<file path="src/rtl/clkseq_pkg.sv">
package clkseq_pkg;
    typedef enum logic [1:0] {
        SQ_PULSE  = 2'd0,
        SQ_WAIT   = 2'd1,
        SQ_SETTLE = 2'd2,
        SQ_RUN    = 2'd3
    } seq_state_t;
endpackage

</file>
<file path="src/rtl/lock_sync.sv">
module lock_sync #(
    parameter int WIDTH = 2
) (
    input  logic             clk,
    input  logic             rst_n,
    input  logic [WIDTH-1:0] async_i,
    output logic [WIDTH-1:0] sync_o
);
    for (genvar g = 0; g < WIDTH; g++) begin : g_stage
        logic meta_q;
        logic sync_q;
        always_ff @(posedge clk or negedge rst_n) begin
            if (!rst_n) begin
                meta_q <= 1'b0;
                sync_q <= 1'b0;
            end else begin
                meta_q <= async_i[g];
                sync_q <= meta_q;
            end
        end
        assign sync_o[g] = sync_q;
    end
endmodule

</file>
<file path="src/rtl/seq_timer.sv">
module seq_timer #(
    parameter int CW = 8
) (
    input  logic          clk,
    input  logic          rst_n,
    input  logic          clear_i,
    output logic [CW-1:0] count_o
);
    always_ff @(posedge clk or negedge rst_n) begin
        if (!rst_n)       count_o <= '0;
        else if (clear_i) count_o <= '0;
        else              count_o <= count_o + 1'b1;
    end
endmodule

</file>
<file path="src/rtl/clkmgr_bringup.sv">
module clkmgr_bringup
    import clkseq_pkg::*;
#(
    parameter int N_UNITS    = 2,
    parameter int PULSE_CYC  = 8,
    parameter int WAIT_CYC   = 65536,
    parameter int STABLE_CYC = 16,
    parameter int RETRY_W    = 4
) (
    input  logic               clk_ref_i,
    input  logic               rst_n_i,
    input  logic [N_UNITS-1:0] lock_i,
    output logic [N_UNITS-1:0] unit_rst_o,
    output logic               sys_rst_o,
    output logic [RETRY_W-1:0] retry_o,
    output logic [1:0]         state_o
);
    localparam int MAX_AB = (PULSE_CYC > STABLE_CYC) ? PULSE_CYC : STABLE_CYC;
    localparam int MAX_C  = (WAIT_CYC > MAX_AB) ? WAIT_CYC : MAX_AB;
    localparam int CNT_W  = $clog2(MAX_C + 1);
    localparam logic [CNT_W-1:0] PULSE_END  = CNT_W'(PULSE_CYC - 1);
    localparam logic [CNT_W-1:0] WAIT_END   = CNT_W'(WAIT_CYC - 1);
    localparam logic [CNT_W-1:0] STABLE_END = CNT_W'(STABLE_CYC - 1);

    seq_state_t         state_q, state_d;
    logic [N_UNITS-1:0] lock_s;
    logic               all_lock;
    logic [CNT_W-1:0]   cnt;
    logic               fail_d;
    logic               unit_rst_q, sys_rst_q;
    logic [RETRY_W-1:0] retry_q;

    lock_sync #(.WIDTH(N_UNITS)) u_sync (
        .clk     (clk_ref_i),
        .rst_n   (rst_n_i),
        .async_i (lock_i),
        .sync_o  (lock_s)
    );

    assign all_lock = &lock_s;

    seq_timer #(.CW(CNT_W)) u_timer (
        .clk     (clk_ref_i),
        .rst_n   (rst_n_i),
        .clear_i (state_d != state_q),
        .count_o (cnt)
    );

    // next-state decode
    always_comb begin
        state_d = state_q;
        fail_d  = 1'b0;
        unique case (state_q)
            SQ_PULSE:  if (cnt == PULSE_END) state_d = SQ_WAIT;
            SQ_WAIT:   if (cnt == WAIT_END) begin
                           if (all_lock) state_d = SQ_SETTLE;
                           else begin
                               state_d = SQ_PULSE;
                               fail_d  = 1'b1;
                           end
                       end
            SQ_SETTLE: if (!all_lock) begin
                           state_d = SQ_PULSE;
                           fail_d  = 1'b1;
                       end else if (cnt == STABLE_END) state_d = SQ_RUN;
            SQ_RUN:    if (!all_lock) state_d = SQ_PULSE;
            default:   state_d = SQ_PULSE;
        endcase
    end

    // state register
    always_ff @(posedge clk_ref_i or negedge rst_n_i) begin
        if (!rst_n_i) state_q <= SQ_PULSE;
        else          state_q <= state_d;
    end

    // registered outputs
    always_ff @(posedge clk_ref_i or negedge rst_n_i) begin
        if (!rst_n_i) begin
            unit_rst_q <= 1'b1;
            sys_rst_q  <= 1'b1;
            retry_q    <= '0;
        end else begin
            unit_rst_q <= (state_d == SQ_PULSE);
            sys_rst_q  <= (state_d != SQ_RUN);
            if (fail_d && (retry_q != {RETRY_W{1'b1}}))
                retry_q <= retry_q + 1'b1;
        end
    end

    assign unit_rst_o = {N_UNITS{unit_rst_q}};
    assign sys_rst_o  = sys_rst_q;
    assign retry_o    = retry_q;
    assign state_o    = state_q;

    // units are never held in reset while the system is released
    a_r2_unit_implies_sys: assert property (@(posedge clk_ref_i) disable iff (!rst_n_i)
        unit_rst_q |-> sys_rst_q);

    // the wait window is left only when the timer reaches its end
    a_r3_wait_full_window: assert property (@(posedge clk_ref_i) disable iff (!rst_n_i)
        ($past(state_q) == SQ_WAIT && state_q != SQ_WAIT) |-> ($past(cnt) == WAIT_END));

    // retry count never falls and steps by at most one
    a_r4_retry_step: assert property (@(posedge clk_ref_i) disable iff (!rst_n_i)
        ({1'b0, retry_q} == {1'b0, $past(retry_q)}) ||
        ({1'b0, retry_q} == {1'b0, $past(retry_q)} + 1'b1));

    // release only follows a cycle with every synchronised lock high
    a_r5_release_needs_lock: assert property (@(posedge clk_ref_i) disable iff (!rst_n_i)
        !sys_rst_q |-> $past(all_lock));

    // a loss during settle is counted unless saturated
    a_r6_settle_loss_counted: assert property (@(posedge clk_ref_i) disable iff (!rst_n_i)
        ($past(state_q) == SQ_SETTLE && state_q == SQ_PULSE) |->
        (retry_q != $past(retry_q) || retry_q == {RETRY_W{1'b1}}));
endmodule

</file>
<file path="config.mk">
export PLATFORM = sky130hd
export DESIGN_NAME = clkmgr_bringup
export DESIGN_NICKNAME = d
export VERILOG_FILES = /design/src/rtl/clkseq_pkg.sv /design/src/rtl/lock_sync.sv /design/src/rtl/seq_timer.sv /design/src/rtl/clkmgr_bringup.sv
export SDC_FILE = /design/constraint.sdc
export NUM_CORES = 1
export LEC_CHECK = 0
export BUFFER_PORTS_ARGS = -buffer_cell sky130_fd_sc_hd__buf_2
export CORE_MARGIN = 2
export CORE_UTILIZATION = 45
export DETAILED_ROUTE_END_ITERATION = 10
export RECOVER_POWER = 25
export SLEW_MARGIN = 20
export SYNTH_ARGS = -nofsm -noshare
export SYNTH_HDL_FRONTEND = slang
export SYNTH_SLANG_ARGS = --single-unit
</file>
<file path="constraint.sdc">
create_clock -name clk_ref_i -period 5.95 [get_ports clk_ref_i]
set_input_delay 1.19 -clock clk_ref_i [delete_from_list [all_inputs] [get_ports clk_ref_i]]
set_output_delay 1.19 -clock clk_ref_i [all_outputs]
set_load 0.1 [all_outputs]
</file>
==> results of run 1 <==
[through the flow]
stage | setup slack, ns | hold WS [ns] | area, um^2
2_1_floorplan | 3.31 | 0.331 | 1510
3_3_place_gp | 3.44 | 0.333 | 1610
3_5_place_dp | 3.31 | 0.342 | 1610
4_1_cts | 3.28 | 0.363 | 1680
5_1_grt | 2.99 | 0.377 | 1680
6_report | 3.27 | 0.356 | 1680
[layout by cell type (no fill, tap or decap), types with 5 or more instances in the layout]
cell and instances:
buf_2 11, clkbuf_4 5, dfrtp_1 27, ha_1 7, inv_1 7, nand2_1 11
nand3_1 8, nor2_1 24, xnor2_1 11, xor2_1 6
[how the worst max path moves through the flow]
stage	slack (ns)	startpoint	endpoint
2_1_floorplan	3.31	state_o[1]	u_timer.count_o[10]
3_3_place_gp	3.44	u_timer.count_o[0]	retry_o[1]
3_5_place_dp	3.31	u_timer.count_o[0]	retry_o[1]
4_1_cts	3.28	u_timer.count_o[0]	retry_o[1]
5_1_grt	2.99	u_timer.count_o[0]	retry_o[1]
6_report	3.27	u_timer.count_o[0]	retry_o[1]
[sequential cells by signal, indices dropped and copies added, names as in the netlist]
name	flops
retry_o	4
u_sync.g_stage.sync_q	2
sys_rst_o	1
u_timer.count_o	17
unit_rst_q	1
u_sync.g_stage.meta_q	2
state_o	2
[layer usage]
| metal | global-route usage | share of wire | up-vias |
|---|---|---|---|
| li1 | - | - | 550 |
| met1 | 0.199 | 0.49 | 521 |
| met2 | 0.256 | 0.44 | 21 |
| met3 | 0.0600 | 0.040 | 11 |
| met4 | 0.116 | 0.036 | 0 |
| met5 | 0 | 0 | - |
[kinds of logic (layout without fill, tap and decap cells)]
logic type,after synthesis,after routing,synth area share
simple gates,70,70,0.250
flops,29,29,0.482
xor+xnor,17,17,0.0986
compound gates,15,15,0.0729
buf+inv,10,27,0.0307
fa+ha+maj,7,7,0.0580
mux,1,1,0.00746
[critical path: cells and delay by family (launching register included)]
kind / cells / cell delay [ns]
fa+ha+maj: 2 / 0.56
simple gates: 4 / 0.61
flops: 1 / 0.39
mux: 1 / 0.40
compound gates: 2 / 0.61
[area by class of cell]
| class | count | area [um^2] |
|---|---|---|
| Multi-Input combinational cell | 110 | 736 |
| Clock inverter | 1 | 5.00 |
| Sequential cell | 29 | 728 |
| Clock buffer | 7 | 65.1 |
| Inverter | 7 | 26.3 |
| Timing Repair Buffer | 12 | 58.8 |
| Fill cell | 313 | 1610 |
| Tap cell | 46 | 57.6 |
[report_power, final]
group | switching [mW] | leakage [nW] | internal, mW
combinational | 0.00461 | 0.347 | 0.000920
clock | 0.0662 | 0.0413 | 0.0683
sequential | 0.000783 | 0.369 | 0.198
==> impl_metrics.toml, run 1 <==
[run_status]
status = "finished, violations left"
failed_checks = "max-capacitance violations, max-slew violations"

[clock_tree]
cts_buffers = 5
cts_buffer_depth = 2
cts_setup_buffers = 0
cts_tree = "yes"
cts_resized = 0
cts_htree_levels = 2
clock-sinks = 29
path_clk_slew_ns = 0.09
cts.hold.buffers_added = 0
worstSkewPairLatency_ns = 0.33
cts_root_buf = "clkbuf_4"

[grt]
grt_pass1_wl_mm = 4.53
antenna_found_initial = 0
track_usage = 0.168
grt_max_degree = 30
grt_pass1_vias = 1048
grt.overflow.total = 0

[run]
cap_violations = 1

[critical_path]
worst_ep_required_time_ns = 6.17
max_stage_delay_ns = 0.50
cpMostUsedCell = "ha_1"
path_cells = "ha_1, nand3_1, nor2_1, nand2_1, nor4_1, ha_1, a21oi_1, a311oi_1, mux2_2"
rrSetupSlack_ns = 3.27
rr_worst_depth = 9
path_class = "reg2reg"
worst_ep_arrival_time_ns = 2.91
r2r_end = "retry_o[1]"
cp_max_fo = 5
r2r_start = "u_timer.count_o[0]"
crit_path_end_kind = "register"
crit_slowest_cell = "a311oi_1"
cp-start-kind = "register"

[yosys]
synthesis.nets = 160
synth-seq-cells = 29
synthFlopType = "dfrtp_1"
synth-warning-count = 0
avgSynthCellArea_um2 = 10.1
syn_inst = 149
synth_area_leader_cell = "dfrtp_1"
async_flop_share = 1.00
yosys.area.top_type_share = 0.447
synth_edf_count = 0
ys_seq_area_frac = 0.482
yosys-top-cells-count = "27 x dfrtp_1, 24 x nor2_1, 11 x nand2_1, 11 x xnor2_1, 8 x nand3_1"
synth_cell_types = 40
synth.most_common_cell = "dfrtp_1"
synth_area_leaders = "dfrtp_1 45%, xnor2_1 6.4%, nor2_1 6.0%"
syn_area_um2 = 1510

[power_and_ir_drop]
total_power_mw = 0.339
p_leak_nw = 0.757
p_per_area_nw_per_um2 = 202
max-vdd-ir-drop_mv = 0.115

[timing]
slew_violations = 29
relSlewSlack = -0.00290
finalHoldViolCount = 0
fmax_mhz = 373
finClkSkew_ns = 0.00485
timing.final.crit_period_ns = 2.68
finalSetupTns_ns = 0
finalCritPeriodShare = 0.451
tightest_slew_ns = 1.50
setup_viol = 0
rsz0062_at_grt = "false"

[cells_and_area]
areaGrowthSynthToFinish_pct = 11.0
final_cell_count_no_fill = 212
final_util = 0.510
antenna-diode-count = 0
drive_above_1_share = 0.163
nNetsFinal = 176

[worst_hold_path]
hold_start = "u_sync.g_stage[1].meta_q"
hp-class = "reg2reg"
holdPathEnd = "u_sync.g_stage[1].sync_q"
whs_path_depth = 0

[floorplan]
dieWidth_um = 61.9
core-area_um2 = 3280
die_y_um = 61.9
dieArea_um2 = 3840
start_util = 0.460
fp-row-count = 21
io_pins = 13

[placed_design]
place.gp.congestion = 0.899
place_inst = 204
io_buffer_count = 12
hpwl_mm = 1.86

[route]
dr.first_iter.drc_count = 28
totalWireLength_mm = 2.55
drc = 0
firstDrtPassIters = 4
vias_per_cell = 5.20
vias = 1103
post_drt_wl_per_cell_um = 12.0
drtAntennaViolNets = 0
Power figures use the tool's default switching activity.
==> run 2: changes to the inputs <==
- clock period: 5.95 -> 2.5 ns (I/O delays scaled with it)
==> impl_metrics.toml, run 2 (synthesis results as in run 1) <==
[placed_design]
dpl_cell_area_um2 = 1640
hpwl_mm = 1.86
place.gp.congestion = 0.917
io_buffer_count = 12
place_inst = 207

[floorplan]
core-area_um2 = 3280
die_y_um = 61.9
io_pins = 13
dieWidth_um = 61.9
fp-row-count = 21
dieArea_um2 = 3840
start_util = 0.460

[grt]
grt_max_degree = 30
grt_pass1_wl_mm = 4.91
antenna_found_initial = 0
grt.overflow.total = 0
grt_pass1_vias = 1102
track_usage = 0.183

[critical_path]
worst_ep_arrival_time_ns = 2.46
worst_ep_required_time_ns = 2.73
path_cells = "ha_1, nand3_1, nor2_2, nand2_1, nor4_2, ha_2, a21oi_1, a311oi_1, buf_4, mux2_2"
max_stage_delay_ns = 0.40
crit_path_end_kind = "register"
cp-start-kind = "register"
path_class = "reg2reg"
path_buf_inv = 1
crit_slowest_cell = "dfrtp_1"
cp_max_fo = 5
cp_top_family = "simple AND/OR/NAND/NOR gates"

[clock_tree]
cts_buffer_depth = 2
cts_setup_buffers = 0
cts_htree_levels = 2
worstSkewPairLatency_ns = 0.34
path_clk_slew_ns = 0.09
cts_tree = "yes"
clock-sinks = 29
cts_buffers = 5
cts_root_buf = "clkbuf_4"
cts.hold.buffers_added = 0

[cells_and_area]
final_common_cell = "dfrtp_1"
areaGrowthSynthToFinish_pct = 15.2
final_cell_area_um2 = 1740
multi_input_area_um2 = 747
drive_above_1_share = 0.195
final_util = 0.530
largest-register = "u_timer.count_o"
nNetsFinal = 179
final_cell_mix = "26 x dfrtp_1, 23 x nor2_1, 11 x nand2_1, 11 x xnor2_1, 11 x buf_2"
antenna-diode-count = 0
largest_reg_flops = 17
final_cell_count_no_fill = 215
fill_cells = 319
seq_area_um2 = 729

[timing]
relSlewSlack = -0.00782
timing.final.crit_period_ns = 2.22
finClkSkew_ns = 0.0127
rsz0062_at_grt = "false"
slew_violations = 30
setup_viol = 0
fmax_mhz = 450
finalSetupTns_ns = 0
finalCritPeriodShare = 0.890
tightest_slew_ns = 1.51
finalHoldViolCount = 0

[route]
totalWireLength_mm = 2.67
dr.first_iter.drc_count = 49
vias = 1135
vias_per_cell = 5.28
post_drt_wl_per_cell_um = 12.4
firstDrtPassIters = 5
drtAntennaViolNets = 0
drc = 0

[run_status]
failed_checks = "max-capacitance violations, max-slew violations"
status = "finished, violations left"

[power_and_ir_drop]
p_per_area_nw_per_um2 = 518
total_power_mw = 0.900
p_leak_nw = 0.778
max-vdd-ir-drop_mv = 0.273

[run]
cap_violations = 1

[worst_hold_path]
hp-class = "in2reg"
[run 2: changes by cell type in the layout (fill, tap and decap cells not counted)]
cell       delta
buf_12        +1
nor4_1        -1
dfrtp_2       +1
nor2_1        -1
dfrtp_1       -1
clkbuf_1      +1
bufinv_16     +1
ha_2          +1
clkbuf_8      -1
nor2_2        +1
ha_1          -1
nor4_2        +1
buf_4         +2
clkinv_2      -1
[run 2: power by group]
| group | switching [mW] | leakage, nW | total, mW | internal (mW) |
|---|---|---|---|---|
| Sequential | 0.00174 | 0.368 | 0.474 | 0.472 |
| Clock | 0.175 | 0.0455 | 0.414 | 0.239 |
| Combinational | 0.0108 | 0.365 | 0.0130 | 0.00219 |
| Total | 0.188 | 0.778 | 0.900 | 0.713 |
[run 2: cell type report]
type,instances,share of cell area
clock inverters,1,0.0173
well taps,46,0.0331
clock buffers,7,0.0317
multi-input cells,110,0.429
inverters,7,0.0151
flip-flops and latches,29,0.419
repair buffers,15,0.0540
[run 2: path summary, 6_finish.rpt]
check	startpoint	to	slack, ns	cells past startpoint
worst min-delay path	lock_i[0]	u_sync.g_stage[0].meta_q	0.26	1
worst max register to register	u_timer.count_o[0]	retry_o[1]	0.28	10
min in group asynchronous	rst_n_i	state_o[1]	0.50	1
worst max-delay path	u_timer.count_o[0]	retry_o[1]	0.28	10
max in group asynchronous	rst_n_i	state_o[1]	1.02	1
worst min register to register	u_sync.g_stage[1].meta_q	u_sync.g_stage[1].sync_q	0.36	0
[run 2: repair_timing]
| item | 4_1_cts | 5_1_grt |
|---|---|---|
| endpoints found under the setup margin | 0 | 22 |
| gates resized for setup | 0 | 3 |
| hold endpoints to repair | 0 | 0 |
[run 2: worst register-to-register path: cells and delay by family (launching register included)]
kind	cells	cell delay (ns)
AO/OA/AOI/OAI	2	0.28
adder cells (fa/ha/maj)	2	0.44
buffers and inverters	1	0.18
flip-flops	1	0.40
multiplexers	1	0.32
AND/OR/NAND/NOR	4	0.50
[run 2: routing by layer]
metal / global-route usage / share of wire
met1: 0.231 / 0.46
met2: 0.272 / 0.45
met3: 0.0683 / 0.058
met4: 0.100 / 0.025
met5: 0 / 0
[run 2: stage by stage]
step                hold slack [ns]  worst slack (ns)
floorplan                     0.204           0.00614
global route                  0.238            0.0457
global placement              0.331             0.266
detailed placement            0.341             0.179
finish                        0.262             0.275
CTS                           0.184             0.155
